File: src/rtl/tdr_pkg.sv
package tdr_pkg;

    typedef enum logic [1:0] {
        PAIR_IDLE     = 2'd0,
        PAIR_REF_LEAD = 2'd1,
        PAIR_OUT_LEAD = 2'd2,
        PAIR_CLEAR    = 2'd3
    } pair_state_e;

    localparam int unsigned NORMAL_STEP = 1;
    localparam int unsigned BOOST_STEP  = 4;

endpackage

File: src/rtl/tdr_pair_fsm.sv
module tdr_pair_fsm
    import tdr_pkg::*;
#(
    parameter int unsigned GAP_W = 8
) (
    input  logic             clk,
    input  logic             rst,
    input  logic             ref_pulse,
    input  logic             out_pulse,
    output logic             meas_stb,
    output logic [GAP_W-1:0] meas_gap,
    output logic             meas_out_lead,
    output logic             meas_tie
);

    localparam logic [GAP_W-1:0] GAP_MAX = {GAP_W{1'b1}};
    localparam logic [GAP_W-1:0] GAP_ONE = GAP_W'(1);

    pair_state_e      state_q, state_nx;
    logic [GAP_W-1:0] gap_q, gap_nx;
    logic             ref_prev_q, out_prev_q;
    logic             ref_rise, out_rise;
    logic             done, done_tie, done_out_lead;
    logic [GAP_W-1:0] done_gap;
    logic [GAP_W-1:0] gap_inc;

    // input history for rising-edge detection
    always_ff @(posedge clk) begin
        ref_prev_q <= ref_pulse;
        out_prev_q <= out_pulse;
    end

    assign ref_rise = ref_pulse & ~ref_prev_q;
    assign out_rise = out_pulse & ~out_prev_q;
    assign gap_inc  = (gap_q == GAP_MAX) ? gap_q : gap_q + GAP_ONE;

    // state register
    always_ff @(posedge clk) begin
        if (rst) begin
            state_q <= PAIR_IDLE;
            gap_q   <= '0;
        end else begin
            state_q <= state_nx;
            gap_q   <= gap_nx;
        end
    end

    // next state and pair completion
    always_comb begin
        state_nx      = state_q;
        gap_nx        = gap_q;
        done          = 1'b0;
        done_tie      = 1'b0;
        done_out_lead = 1'b0;
        done_gap      = gap_q;
        unique case (state_q)
            PAIR_IDLE: begin
                if (ref_rise && out_rise) begin
                    state_nx = PAIR_CLEAR;
                    done     = 1'b1;
                    done_tie = 1'b1;
                    done_gap = '0;
                end else if (ref_rise) begin
                    state_nx = PAIR_REF_LEAD;
                    gap_nx   = GAP_ONE;
                end else if (out_rise) begin
                    state_nx = PAIR_OUT_LEAD;
                    gap_nx   = GAP_ONE;
                end
            end
            PAIR_REF_LEAD: begin
                if (out_rise) begin
                    state_nx = PAIR_CLEAR;
                    done     = 1'b1;
                end else begin
                    gap_nx = gap_inc;
                end
            end
            PAIR_OUT_LEAD: begin
                if (ref_rise) begin
                    state_nx      = PAIR_CLEAR;
                    done          = 1'b1;
                    done_out_lead = 1'b1;
                end else begin
                    gap_nx = gap_inc;
                end
            end
            PAIR_CLEAR: begin
                state_nx = PAIR_IDLE;
            end
            default: state_nx = PAIR_IDLE;
        endcase
    end

    // registered measurement outputs
    always_ff @(posedge clk) begin
        if (rst) begin
            meas_stb      <= 1'b0;
            meas_gap      <= '0;
            meas_out_lead <= 1'b0;
            meas_tie      <= 1'b0;
        end else begin
            meas_stb <= done;
            if (done) begin
                meas_gap      <= done_gap;
                meas_out_lead <= done_out_lead;
                meas_tie      <= done_tie;
            end
        end
    end

endmodule

File: src/rtl/tdr_step_counter.sv
module tdr_step_counter
    import tdr_pkg::*;
#(
    parameter int unsigned N_SW  = 64,
    parameter int unsigned CNT_W = 7,
    parameter int unsigned GAP_W = 8
) (
    input  logic             clk,
    input  logic             rst,
    input  logic [CNT_W-1:0] init_count,
    input  logic [GAP_W-1:0] boundary_q,
    input  logic             meas_stb,
    input  logic [GAP_W-1:0] meas_gap,
    input  logic             meas_out_lead,
    input  logic             meas_tie,
    output logic [CNT_W-1:0] sw_count,
    output logic             dir_up,
    output logic             boost,
    output logic             upd_stb
);

    localparam int unsigned    SUM_W = CNT_W + 1;
    localparam logic [SUM_W-1:0] TOP   = SUM_W'(N_SW);
    localparam logic [SUM_W-1:0] STEP1 = SUM_W'(NORMAL_STEP);
    localparam logic [SUM_W-1:0] STEP4 = SUM_W'(BOOST_STEP);

    logic             boost_nx;
    logic [SUM_W-1:0] step;
    logic [SUM_W-1:0] cur_w, up_sum, dn_val, next_w, init_w;

    assign boost_nx = (meas_gap >= boundary_q);
    assign cur_w    = {1'b0, sw_count};
    assign init_w   = {1'b0, init_count};

    always_comb begin
        if (meas_tie)      step = '0;
        else if (boost_nx) step = STEP4;
        else               step = STEP1;
        up_sum = cur_w + step;
        dn_val = (cur_w < step) ? '0 : cur_w - step;
        if (meas_out_lead) next_w = (up_sum > TOP) ? TOP : up_sum;
        else               next_w = dn_val;
    end

    always_ff @(posedge clk) begin
        if (rst) begin
            sw_count <= (init_w > TOP) ? CNT_W'(N_SW) : init_count;
            dir_up   <= 1'b0;
            boost    <= 1'b0;
            upd_stb  <= 1'b0;
        end else begin
            upd_stb <= meas_stb;
            if (meas_stb) begin
                boost <= boost_nx;
                if (!meas_tie) begin
                    dir_up   <= meas_out_lead;
                    sw_count <= next_w[CNT_W-1:0];
                end
            end
        end
    end

endmodule

File: src/rtl/tdr_thermo.sv
module tdr_thermo #(
    parameter int unsigned N_SW  = 64,
    parameter int unsigned CNT_W = 7
) (
    input  logic [CNT_W-1:0] count,
    output logic [N_SW-1:0]  therm
);

    for (genvar i = 0; i < N_SW; i++) begin : g_bit
        assign therm[i] = (count > CNT_W'(i));
    end

endmodule

File: src/rtl/tdr_loop_ctrl.sv
module tdr_loop_ctrl #(
    parameter int unsigned N_SW  = 64,
    parameter int unsigned GAP_W = 8,
    localparam int unsigned CNT_W = $clog2(N_SW + 1)
) (
    input  logic             clk,
    input  logic             rst,
    input  logic             ref_pulse,
    input  logic             out_pulse,
    input  logic [GAP_W-1:0] boundary,
    input  logic [CNT_W-1:0] init_count,
    output logic [CNT_W-1:0] sw_count,
    output logic [N_SW-1:0]  sw_enable,
    output logic             dir_up,
    output logic             boost,
    output logic             meas_valid
);

    logic [GAP_W-1:0] boundary_q;
    logic             m_stb, m_out_lead, m_tie;
    logic [GAP_W-1:0] m_gap;

    always_ff @(posedge clk) begin
        boundary_q <= boundary;
    end

    tdr_pair_fsm #(.GAP_W(GAP_W)) u_pair (
        .clk           (clk),
        .rst           (rst),
        .ref_pulse     (ref_pulse),
        .out_pulse     (out_pulse),
        .meas_stb      (m_stb),
        .meas_gap      (m_gap),
        .meas_out_lead (m_out_lead),
        .meas_tie      (m_tie)
    );

    tdr_step_counter #(.N_SW(N_SW), .CNT_W(CNT_W), .GAP_W(GAP_W)) u_count (
        .clk           (clk),
        .rst           (rst),
        .init_count    (init_count),
        .boundary_q    (boundary_q),
        .meas_stb      (m_stb),
        .meas_gap      (m_gap),
        .meas_out_lead (m_out_lead),
        .meas_tie      (m_tie),
        .sw_count      (sw_count),
        .dir_up        (dir_up),
        .boost         (boost),
        .upd_stb       (meas_valid)
    );

    tdr_thermo #(.N_SW(N_SW), .CNT_W(CNT_W)) u_therm (
        .count (sw_count),
        .therm (sw_enable)
    );

endmodule

File: config.mk
export PLATFORM = sky130hd
export DESIGN_NAME = tdr_loop_ctrl
export DESIGN_NICKNAME = d
export VERILOG_FILES = /design/src/rtl/tdr_pkg.sv /design/src/rtl/tdr_pair_fsm.sv /design/src/rtl/tdr_step_counter.sv /design/src/rtl/tdr_thermo.sv /design/src/rtl/tdr_loop_ctrl.sv
export SDC_FILE = /design/constraint.sdc
export NUM_CORES = 1
export LEC_CHECK = 0
export BUFFER_PORTS_ARGS = -buffer_cell sky130_fd_sc_hd__buf_2
export CAP_MARGIN = 10
export CORE_MARGIN = 3
export CORE_UTILIZATION = 40
export CTS_CLUSTER_DIAMETER = 80
export CTS_CLUSTER_SIZE = 30
export DETAILED_ROUTE_END_ITERATION = 12
export GPL_TIMING_DRIVEN = 0
export PLACE_DENSITY = 0.74
export SYNTH_ARGS = -nofsm -noshare
export SYNTH_HDL_FRONTEND = slang
export SYNTH_SLANG_ARGS = --single-unit
File: constraint.sdc
create_clock -name clk -period 6.4 [get_ports clk]
set_input_delay 0.64 -clock clk [delete_from_list [all_inputs] [get_ports clk]]
set_output_delay 0.64 -clock clk [all_outputs]
set_load 0.005 [all_outputs]
==> run_results.csv <==
group,metric,value,unit
cells_and_area,layout_common_cells,"buf_2 (93), nand2_1 (65), o21ai_0 (57), dfxtp_1 (34), a21oi_1 (23)",
sta,fmax,0.279,GHz
worst_setup_path,r2r_slack,2.81,ns
logic_synthesis,postSynthCellCount,375,
cells_and_area,area_delta_synth_final,23.9,%
detailed_routing,ant_nets,0,
logic_synthesis,synth_edf_count,7,
power,swShare,42.8,%
detailed_routing,wl,7.69,mm
clock_network,cts_tree,"done",
sta,tightestPinTransition,0.829,ns
power,power,0.996,mW
global_routing,track_usage,19.1,%
clock_network,clk_latency,0.30,ns
detailed_routing,drt_first_pass_iters,4,
sta,slew_headroom,44.3,%
sta,min_period_over_period,56.1,%
worst_setup_path,crit_path_start_kind,"flip-flop",
logic_synthesis,ys_types,48,
global_routing,grt_overflow,0,
run,drv_cap,0,
clock_network,numCtsBuffers,5,
clock_network,clk_path_buf_depth,2,
detailed_routing,routedWlPerCell,13.5,um
floorplan,rows,29,
global_routing,grt_first_pass_wirelength,12.3,mm
logic_synthesis,ys_seq_elements,41,
worst_setup_path,path_buf_inv,1,
floorplan,fp.dieW,89.7,um
power,p_clk_share,17.7,%
clock_network,root_buffer,"clkbuf_8",
floorplan,die-area,8040,sq um
clock_network,hold_buffers,0,
detailed_routing,drc,0,
floorplan,dieHeight,89.7,um
sta,clock_skew,0.0115,ns
worst_setup_path,r2r-start,"u_pair.meas_gap[0]",
sta,setup_viol,0,
cells_and_area,nNetsFinal,512,
floorplan,core_area,6570,sq um
sta,final.min_clock_period,3.59,ns
worst_setup_path,critPathCapture,"u_count.sw_count[0]",
worst_setup_path,end_kind,"flip-flop",
worst_setup_path,max_stage_delay,0.35,ns
logic_synthesis,synthArstFlopShare,0,%
power,p_int,0.569,mW
logic_synthesis,synth_flop_cell,"dfxtp_1",
power,pwr_density_cell,287,nW/um^2
worst_setup_path,crit_type,"flip-flop to flip-flop",
min_path,hold_class,"input port to flip-flop",
worst_setup_path,crit_family,"compound AO/OA/AOI/OAI gates",
logic_synthesis,synth_nets,413,
global_routing,antenna_found_initial,0,
worst_setup_path,startpoint,"u_pair.meas_gap[0]",
clock_network,clock-sinks,41,
global_routing,grt_max_degree,16,
cells_and_area,final_common_cell,"buf_2",
power,switchingPower,0.426,mW
clock_network,clk_pin_slew,0.09,ns
worst_setup_path,cp_max_fo,4,
cells_and_area,drive_gt1_share,22.7,%
global_routing,grt_pass1_vias,2664,
power,p_leak,1.50,nW
floorplan,num_io_pins,93,
detailed_routing,viasPerCell,5.16,
worst_setup_path,path_cells,"inv_1 -> ha_1 -> nand2b_1 -> a21o_1 -> a21oi_1 -> o211ai_1 -> a21oi_1 -> nor2b_1 -> ha_1 -> ha_1 -> nor2b_1 -> o21bai_1 -> mux2i_1 -> nor2b_1 -> a311oi_1 -> o31ai_1",
worst_setup_path,critPathSlowestCell,"dfxtp_1",
logic_synthesis,synth.cell_area,2800,sq um
worst_setup_path,r2r_end,"u_count.sw_count[0]",
logic_synthesis,seq_area_frac_synth,31.8,%
clock_network,htree_levels,2,
worst_setup_path,rr_worst_depth,16,
detailed_routing,vias,2933,
sta,final_max_slew_viol_count,0,
logic_synthesis,syn_area_per_cell,7.47,sq um
power,pwr-share-seq,31.4,%
worst_setup_path,crit_arrival,3.63,ns
cells_and_area,diodes,0,
clock_network,cts_resized,0,
power,comb_power_share,50.8,%
floorplan,start_util,42.7,%
clock_network,postCtsSetupBuffers,0,
worst_setup_path,cp.required,6.44,ns
outcome,outcome,"finished, final reports clean",
sta,hold_viol,0,
sta,fin_tns_setup,0,ns
detailed_routing,drt-initial-drc-count,184,
placement,portBuffers,92,
placement,routabilityCongestion,0.885,
sta,rsz0062_at_grt,"no",
logic_synthesis,yosysWarnings,0,
power,peakVddDrop,0.237,mV
worst_setup_path,worst-path-stages,16,
placement,dp_hpwl,6.10,mm
[routing by layer]
| metal | vias to the layer above | track usage, % | wire length [um] |
|---|---|---|---|
| li1 | 1489 | - | - |
| met1 | 1323 | 25.5 | 3530 |
| met2 | 109 | 32.0 | 3510 |
| met3 | 12 | 2.74 | 530 |
| met4 | 0 | 5.41 | 117 |
| met5 | - | 0 | 0 |
[cell families (layout without fill, tap and decap cells)]
group,count (synthesis),after routing,share of synthesized area [%]
AND/OR/NAND/NOR,141,141,24.4
AO/OA/AOI/OAI,112,112,24.2
buffers and inverters,48,148,6.48
multiplexers,6,6,2.14
XOR/XNOR,8,8,2.50
adder cells (fa/ha/maj),19,19,8.49
flip-flops,41,41,31.8
[worst register-to-register path: cells and delay by family, from the launching register on]
family	cells	cell delay [ns]
multiplexers	1	0.30
buffers and inverters	1	0.05
adder cells (fa/ha/maj)	3	0.65
AO/OA/AOI/OAI	7	1.26
AND/OR/NAND/NOR	4	0.73
flip-flops	1	0.35
[how the worst min path moves through the flow]
stage | startpoint | endpoint | depth (start not counted)
2_1_floorplan | u_pair.meas_stb | u_count.boost | 1
3_3_place_gp | u_pair.meas_gap[7] | u_pair.meas_gap[7] | 1
3_5_place_dp | u_pair.meas_gap[1] | u_pair.meas_gap[1] | 1
4_1_cts | boundary[2] | boundary_q[2] | 1
5_1_grt | boundary[3] | boundary_q[3] | 1
6_report | boundary[3] | boundary_q[3] | 1
[power groups by stage]
stage          clock, mW  sequential [mW]  combinational (mW)
3_5_place_dp           0            0.319               0.500
3_3_place_gp           0            0.317               0.494
4_1_cts            0.182            0.313               0.503
6_report           0.177            0.313               0.506
2_1_floorplan          0            0.315               0.339
5_1_grt            0.193            0.318               0.572
[layout make-up]
cell class                      count  area, sq um
Inverter                           23         86.3
Multi-Input combinational cell    286         1730
Clock buffer                        5         68.8
Tap cell                           93          116
Fill cell                         656         3100
Sequential cell                    41          891
Buffer                             25         95.1
Timing Repair Buffer               92          460
Clock inverter                      3         25.0
[synthesized netlist by cell type, drive strengths merged, types with 2 or more instances]
master	count	area, sq um
a211oi	2	15.0
a21o	4	30.0
a21oi	23	115
a22o	9	78.8
a22oi	2	15.0
and2	3	18.8
and3	2	12.5
and3b	2	17.5
buf	3	12.5
clkbuf	22	82.6
dfxtp	34	681
edfxtp	7	210
ha	19	238
inv	22	82.6
mux2i	6	60.1
nand2	66	250
nand2b	8	50.1
nand3	10	50.1
nand4	2	12.5
nand4b	2	17.5
nor2	21	78.8
nor2b	11	83.8
nor3	5	25.0
o211ai	2	15.0
o21ai	57	285
o21bai	2	15.0
o31a	2	17.5
or2	2	12.5
or3	3	18.8
or4	2	15.0
xnor2	6	52.6
xor2	2	17.5
[registers in the layout (all words and copies together), names as in the netlist]
name,flops
u_pair.ref_prev_q,1
u_count.sw_count,7
u_pair.out_prev_q,1
u_count.upd_stb,1
u_pair.meas_gap,8
u_pair.meas_tie,1
u_count.boost,1
boundary_q,8
u_pair.meas_stb,1
u_pair.gap_q,8
u_count.dir_up,1
u_pair.state_q,2
u_pair.meas_out_lead,1
[metrics by stage]
stage               util [%]  hold slack (ns)  cell area (sq um)  instances  worst slack, ns
finish                  52.9            0.430               3470        568             2.81
global route            52.9            0.421               3470        568             2.47
CTS                     52.9            0.425               3470        568             2.80
detailed placement      51.4            0.472               3380        560             2.83
global placement        51.4            0.468               3380        560             2.91
floorplan                  -            0.444               2800        375             3.37
Power figures use the tool's default switching activity.
